## src/rtl/bcd_ctr_pkg.sv

```systemverilog
package bcd_ctr_pkg;

   // Action chosen for the state register at the next rising edge.
   typedef enum logic [1:0] {
      OP_HOLD = 2'd0,
      OP_LOAD = 2'd1,
      OP_INC  = 2'd2,
      OP_DEC  = 2'd3
   } ctr_op_e;

endpackage

```

## src/rtl/bcd_ctr_ctl.sv

```systemverilog
module bcd_ctr_ctl
   import bcd_ctr_pkg::*;
(
   input  logic    load_n,
   input  logic    en_p_n,
   input  logic    en_t_n,
   input  logic    up_dn,
   output ctr_op_e op
);

   logic run;

   assign run = ~en_p_n & ~en_t_n;

   // The preset has priority over counting; the direction matters only when running.
   always_comb begin
      if (!load_n)
         op = OP_LOAD;
      else if (run)
         op = up_dn ? OP_INC : OP_DEC;
      else
         op = OP_HOLD;
   end

endmodule

```

## src/rtl/bcd_ctr_step.sv

```systemverilog
module bcd_ctr_step
   import bcd_ctr_pkg::*;
#(
   parameter int WIDTH   = 4,
   parameter int MODULUS = 10
)(
   input  logic [WIDTH-1:0] cur,
   input  logic [WIDTH-1:0] din,
   input  ctr_op_e          op,
   output logic [WIDTH-1:0] nxt
);

   localparam logic [WIDTH-1:0] LAST = WIDTH'(MODULUS - 1);
   localparam logic [WIDTH-1:0] ONE  = WIDTH'(1);
   localparam bit FULL_RANGE = (MODULUS == (1 << WIDTH));

   logic [WIDTH-1:0] inc_v;
   logic [WIDTH-1:0] dec_v;

   generate
      if (FULL_RANGE) begin : g_binary
         // The natural overflow of the adder already gives the wrap.
         assign inc_v = cur + ONE;
         assign dec_v = cur - ONE;
      end else begin : g_modulo
         // Values above LAST step as plain binary, so an out-of-range preset drifts back in.
         assign inc_v = (cur == LAST)     ? '0   : cur + ONE;
         assign dec_v = (cur == '0)       ? LAST : cur - ONE;
      end
   endgenerate

   always_comb begin
      unique case (op)
         OP_LOAD: nxt = din;
         OP_INC:  nxt = inc_v;
         OP_DEC:  nxt = dec_v;
         default: nxt = cur;
      endcase
   end

endmodule

```

## src/rtl/bcd_ctr_term.sv

```systemverilog
module bcd_ctr_term #(
   parameter int WIDTH   = 4,
   parameter int MODULUS = 10
)(
   input  logic [WIDTH-1:0] cur,
   input  logic             up_dn,
   input  logic             en_t_n,
   output logic             carry_n
);

   localparam logic [WIDTH-1:0] LAST = WIDTH'(MODULUS - 1);

   logic at_top;
   logic at_bottom;
   logic edge_hit;

   assign at_top    = (cur == LAST);
   assign at_bottom = (cur == '0);
   assign edge_hit  = up_dn ? at_top : at_bottom;
   assign carry_n   = ~(edge_hit & ~en_t_n);

endmodule

```

## src/rtl/bcd_updown_stage.sv

```systemverilog
module bcd_updown_stage
   import bcd_ctr_pkg::*;
#(
   parameter int WIDTH   = 4,
   parameter int MODULUS = 10
)(
   input  logic             clk,
   input  logic             load_n,
   input  logic             en_p_n,
   input  logic             en_t_n,
   input  logic             up_dn,
   input  logic [WIDTH-1:0] d,
   output logic [WIDTH-1:0] q,
   output logic             carry_n
);

   localparam logic [WIDTH-1:0] LAST = WIDTH'(MODULUS - 1);

   generate
      if (WIDTH < 1 || WIDTH > 16) begin : g_bad_width
         $error("bcd_updown_stage: WIDTH must lie in 1..16");
      end
      if (MODULUS < 2 || MODULUS > (1 << WIDTH)) begin : g_bad_mod
         $error("bcd_updown_stage: MODULUS must lie in 2..2**WIDTH");
      end
   endgenerate

   ctr_op_e          op;
   logic [WIDTH-1:0] q_r;
   logic [WIDTH-1:0] q_nxt;

   bcd_ctr_ctl u_ctl (
      .load_n (load_n),
      .en_p_n (en_p_n),
      .en_t_n (en_t_n),
      .up_dn  (up_dn),
      .op     (op)
   );

   bcd_ctr_step #(.WIDTH(WIDTH), .MODULUS(MODULUS)) u_step (
      .cur (q_r),
      .din (d),
      .op  (op),
      .nxt (q_nxt)
   );

   bcd_ctr_term #(.WIDTH(WIDTH), .MODULUS(MODULUS)) u_term (
      .cur     (q_r),
      .up_dn   (up_dn),
      .en_t_n  (en_t_n),
      .carry_n (carry_n)
   );

   // All state bits share one edge.
   always_ff @(posedge clk) begin
      q_r <= q_nxt;
   end

   assign q = q_r;

   // Checking only: marks that at least one edge has passed.
   logic primed = 1'b0;
   always_ff @(posedge clk) primed <= 1'b1;

   p_load_wins_r2: assert property (@(posedge clk) disable iff (!primed)
      !load_n |=> (q == $past(d)));

   p_hold_r3: assert property (@(posedge clk) disable iff (!primed)
      (load_n && (en_p_n || en_t_n)) |=> $stable(q));

   p_up_wrap_r4: assert property (@(posedge clk) disable iff (!primed)
      (load_n && !en_p_n && !en_t_n && up_dn && q == LAST) |=> (q == '0));

   p_down_wrap_r5: assert property (@(posedge clk) disable iff (!primed)
      (load_n && !en_p_n && !en_t_n && !up_dn && q == '0) |=> (q == LAST));

   p_carry_gated_r6: assert property (@(posedge clk) disable iff (!primed)
      en_t_n |-> carry_n);

   p_carry_then_wrap_r7: assert property (@(posedge clk) disable iff (!primed)
      (!carry_n && load_n && !en_p_n) |=> (q == ($past(up_dn) ? '0 : LAST)));

   p_carry_direction_r8: assert property (@(posedge clk) disable iff (!primed)
      (!carry_n && !up_dn) |-> (q == '0));

endmodule

```

## config.mk

```make
export PLATFORM = sky130hd
export DESIGN_NAME = bcd_updown_stage
export DESIGN_NICKNAME = d
export VERILOG_FILES = /design/src/rtl/bcd_ctr_pkg.sv /design/src/rtl/bcd_ctr_ctl.sv /design/src/rtl/bcd_ctr_step.sv /design/src/rtl/bcd_ctr_term.sv /design/src/rtl/bcd_updown_stage.sv
export SDC_FILE = /design/constraint.sdc
export NUM_CORES = 1
export LEC_CHECK = 0
export ABC_AREA = 1
export BUFFER_PORTS_ARGS = -buffer_cell sky130_fd_sc_hd__clkbuf_2
export CELL_PAD_IN_SITES_DETAIL_PLACEMENT = 1
export CELL_PAD_IN_SITES_GLOBAL_PLACEMENT = 1
export CORE_AREA = 5 5 42 44
export CTS_CLUSTER_DIAMETER = 30
export DETAILED_ROUTE_END_ITERATION = 16
export DIE_AREA = 0 0 47 49
export PLACE_DENSITY_LB_ADDON = 0.05
export SYNTH_ARGS = -nofsm -noshare
export SYNTH_HDL_FRONTEND = slang
export SYNTH_HIERARCHICAL = 1
export SYNTH_SLANG_ARGS = --single-unit
```

## constraint.sdc

```tcl
create_clock -name clk -period 3.3 [get_ports clk]
set_input_delay 0.495 -clock clk [delete_from_list [all_inputs] [get_ports clk]]
set_output_delay 0.495 -clock clk [all_outputs]
set_load 0.005 [all_outputs]
```

== Yosys cells after proc, flatten, opt, wreduce, memory -nomap -nowiden ==
Index checks and enable logic that the tools add are counted.
W data, S select, Z words.

* Add/sub/neg operators: 2
* Equality and inequality tests: 4
* Mux-type cells: 7
* Bitwise logic cells: 5
* Reductions and logical operators: 2

{| class="wikitable"
|+ Operators with widths
! operator !! count
|-
| $pmux W4 S3 || 1
|-
| $mux W4 || 2
|-
| $add A4 B1 Y4 const B || 1
|-
| $eq A2 B2 Y1 const B || 2
|-
| $eq A4 B4 Y1 const B || 1
|-
| $logic_not A4 Y1 || 1
|-
| $mux W2 || 2
|-
| $sub A4 B1 Y4 const B || 1
|-
| $not A1 Y1 || 3
|-
| $reduce_bool A3 Y1 || 1
|-
| $and A1 B1 Y1 || 2
|-
| $eq A2 B1 Y1 const B || 1
|-
| $mux W1 || 2
|}

* Register bits after elaboration: 4
* Output and inout bits: 5

== Longest topological paths before layout ==
* Word-level depth: 6
* Mapped depth: 7
* Mapped depth without buffers: 7

== By module ==
Netlist, hierarchy kept.

{| class="wikitable"
|+ Modules (own cells, without submodules)
! module !! times used !! cells an instance !! area an instance (µm²) !! sequential area each (µm²)
|-
| bcd_ctr_step || 1 || 49 || 290.3 || 0.0
|-
| bcd_updown_stage || 1 || 4 || 80.1 || 80.1
|-
| bcd_ctr_term || 1 || 7 || 28.8 || 0.0
|-
| bcd_ctr_ctl || 1 || 5 || 27.5 || 0.0
|}

== Worst setup path before layout ==
Ideal clock, no wire load.

* Path type: register to register
* From: reg q_r[0] (netlist: q[0])
* To: reg q_r[3] (netlist: q[3])
* Setup time: 0.125 ns
* Data arrival time: 1.141 ns
* Required time: 3.175 ns
* Slack: 2.034 ns
* Cell stages (with the launch flop): 7
* Path through: dfxtp_1 > inv_1 > ha_1 > a21oi_1 > nand2_1 > nand3_1 > nand4_2

* Cells in the longest elaborated chain, start to end: 3
* Elaborated cells on any way between the ends: 7
* Those cells by class: add/sub (2); eq/ne (1); mux (3); reduce/logical (1)

{| class="wikitable"
|+ RTL lines
! element !! line !! text
|-
| start: declaration || bcd_updown_stage.sv:29 || <nowiki>logic [WIDTH-1:0] q_r;</nowiki>
|-
| start signal: assignment || bcd_updown_stage.sv:56 || <nowiki>q_r <= q_nxt;</nowiki>
|-
| $sub A4 B1 Y4, or another cell as far along || bcd_ctr_step.sv:28 || <nowiki>assign dec_v = (cur == '0) ? LAST : cur - ONE;</nowiki>
|-
| $mux W4, on equally long branches || bcd_ctr_step.sv:28, bcd_ctr_step.sv:27 ||
|-
| $pmux W4 S3 * || bcd_ctr_step.sv:33 || <nowiki>unique case (op)</nowiki>
|-
| via q_nxt[3] || bcd_updown_stage.sv:30 || <nowiki>logic [WIDTH-1:0] q_nxt;</nowiki>
|}

Mark *: on every way through the listed nets, which the timed path passes. The rest lies on a longest branch.
A chain may end at the register's enable or synchronous reset.

== Worst setup path in the final report ==
* From: reg q_r[2] (netlist: q[2])
* To: out carry_n

* Cells in the longest elaborated chain, start to end: 4
* Elaborated cells on any way between the ends: 5
* Those cells by class: eq/ne (1); mux (1); bitwise (2); reduce/logical (1)

{| class="wikitable"
|+ RTL lines
! element !! line !! text
|-
| $eq A4 B4 Y1 / $logic_not A4 Y1 (equally long branches) || bcd_ctr_term.sv:17, bcd_ctr_term.sv:18 ||
|-
| $mux W1 * || bcd_ctr_term.sv:19 || <nowiki>assign edge_hit = up_dn ? at_top : at_bottom;</nowiki>
|-
| $and A1 B1 Y1 * || bcd_ctr_term.sv:20 || <nowiki>assign carry_n = ~(edge_hit & ~en_t_n);</nowiki>
|-
| $not A1 Y1 * || bcd_ctr_term.sv:20 ||
|-
| end: declaration || bcd_updown_stage.sv:14 || <nowiki>output logic carry_n</nowiki>
|}

Mark *: on every way between the ends. The rest lies on a longest branch, timed or not.

==> key figures <==
Outcome
  – Status: finished clean

Clock tree
  – Clock root cell: clkbuf_4
  – Post-CTS resize count: 0
  – CTS clk-pin slew, worst paths: 0.04 ns
  – CTS max path bufs: 2
  – Hold-fix buffers at CTS: 0
  – Clock Latency Late Sink: approximately 0.24 ns
  – H-tree level count: 1
  – TritonCTS buffer count: 3
  – Post-CTS Setup Repair Bufs: 0
  – CTS tree: done
  – Clock sink total: 4

Timing
  – Headroom to the max-slew limit: between 60% and 70%
  – Final period util: 49.6%
  – F_max: 611 MHz
  – Crit path time final: 1.64 ns
  – Final hold viol count: 0
  – Clock skew: a little under 0.008 ns
  – Setup TNS: 0 ns
  – Pins over their slew limit: 0
  – Worst slew pin tran: 0.463 ns
  – RSZ-0062 raised after global routing: false
  – Setup-failing EPs final: 0

Die
  – Initial Util: between 30% and 40%
  – Die ar.: 0.00230 mm^2
  – Core Footprint: 0.00140 mm^2
  – Die height: about 50 um
  – # rows: 14
  – I/O pin cnt: 14
  – Die Width: 47 um

Route
  – DRT iter0 DRCs: 4
  – Antenna viol nets, final: 0
  – Total Routed Length: 1.20 mm
  – DRC viols: 0
  – Vias: 473
  – Routed WL per cell: 12.5 um
  – Vias per inst: between 4 and 5
  – DR pass1 iterations: 5

Synth
  – Syn Nets: 78
  – Number of synthesized register bits: 4
  – Post-synthesis mux area share: 0%
  – Sequential share of the synthesized area: 18.8%
  – Synth cell types: 18
  – Post-Synth Simple-Gate Area: 51.6%
  – Post-Syn Area: 427 um^2
  – Largest family of logic cells by synthesized area: simple AND/OR/NAND/NOR gates
  – Adder-cell share of the synthesized area: 11.7%
  – Synth Area in Compound Gates: 2.93%
  – Cell count after synthesis: 65
  – Mean Syn Cell Area: 6.56 um^2
  – Syn. warnings: 6
  – Post-Synth XOR/XNOR Area: slightly above 4%

Placement
  – GP Congestion: 0.716
  – Port Buffers: 13
  – Placed cell count: a little over 90
  – Detailed placement HPWL: 989 um

Critical path
  – CP Max Fanout: 9
  – Worst path required time: around 2.8 ns
  – CP arrival: 1.14 ns
  – Setup crit end kind: output pin
  – Worst setup path class: flip-flop to output pin
  – Type of origin of the critical path: flip-flop

Final layout
  – ANT cells: 0
  – Number of flip-flops in the largest register: 4
  – Area Overhead vs Synth: 22.6%
  – Fraction of layout instances using a drive strength above 1: 27.5%
  – Non-filler cells, final: 96
  – Nets: 95

Pwr
  – Power, Total: 0.000212 W
  – Leakage: 0.271 nW
  – Power per Cell Area: 406 mW/mm^2
  – Maximum vdd drop: 0.197 mV

Worst hold path
  – Hold Crit Class: primary input to flip-flop

GRT
  – First-pass GRT wire length: 2.13 mm
  – Largest net degree at the start of global routing: 11
  – Vias in the first global route: 475
  – Grt ovf: 0
  – Total Routing Usage GR: 12.6%
  – Antenna violations before repair: 0

Run
  – Max-Cap Viols: 0
cell usage after synthesis:
master,n,share of area [%]
a21oi_1,1,1.2
and2_4,1,2.1
buf_6,1,2.6
dfxtp_1,4,19
ha_1,4,12
inv_1,7,6.2
inv_6,1,2.1
nand2_1,19,17
nand2_2,1,1.5
nand3_1,10,12
nand3_2,1,2.3
nand4_1,4,5.9
nand4_2,1,2.9
nor2_1,5,4.4
nor3_1,1,1.2
nor3b_2,1,2.9
o211ai_1,1,1.8
xor2_1,2,4.1
where the power goes:
part	switching (W)	internal (W)	leakage (nW)
registers	0.0000216	0.0000562	0.0337
clock network	0.0000215	0.0000408	0.0138
logic	0.0000395	0.0000327	0.223
logic make-up after synthesis:
family / count (synthesis)
buffers and inverters: 9
AND/OR/NAND/NOR: 44
XOR/XNOR: 2
flip-flops: 4
adder cells (fa/ha/maj): 4
AO/OA/AOI/OAI: 2
per-stage QoR:
step / instance area (um^2) / utilization (%) / setup WS, ns / hold slack [ns]
final: 523 / 37.3 / 1.66 / 0.521
after global routing: 523 / 37.3 / 1.55 / 0.541
after CTS: 523 / 37.3 / 1.64 / 0.516
after detailed placement: 500 / 35.7 / 1.80 / 0.650
after global placement: 500 / 35.7 / 1.83 / 0.651
after floorplan: 427 / - / 2.03 / 0.572
layer usage:
metal,vias up,track usage (%),share of wire [%]
met5,-,0,0
met3,4,3.69,4.5
met1,212,16.7,46
li1,244,-,-
met4,0,5.53,0.84
met2,13,18.3,48
path summary, 6_finish.rpt:
| check | from | endpoint | slack [ns] | cells after the start |
|---|---|---|---|---|
| max | q[2]$_DFF_P_ | carry_n | 1.66 | 3 |
| min | d[2] | q[2]$_DFF_P_ | 0.52 | 3 |
| max reg2reg | q[0]$_DFF_P_ | q[0]$_DFF_P_ | 1.85 | 6 |
| min reg2reg | q[1]$_DFF_P_ | q[1]$_DFF_P_ | 0.64 | 2 |
cells in the final DEF (no fill, tap or decap):
cell type and n:
xor2_1 2, nor2_1 5, nand4_1 4, nand3_2 1, clkbuf_2 13, nand2_2 1, nor3_1 1, o211ai_1 1
inv_6 1, a21oi_1 1, and2_4 1, inv_1 7, ha_1 4, nand4_2 1, nand2_1 19, nor3b_2 1
dfxtp_1 4, clkbuf_4 3, nand3_1 10
area by class of cell:
cell class | instances | area, um^2
multi-input cells | 52 | 300
flip-flops and latches | 4 | 80.1
clock buffers | 3 | 22.5
inverters | 8 | 35.0
well taps | 16 | 20.0
repair buffers | 13 | 65.1
fillers | 192 | 878
worst max-delay path: stages, from the launching register on:
cell and delay (ns):
dfxtp_1 0.60, nor3_1 0.10, nand2_1 0.09, clkbuf_2 0.11
Note: power is estimated with default switching activity, not from simulation.
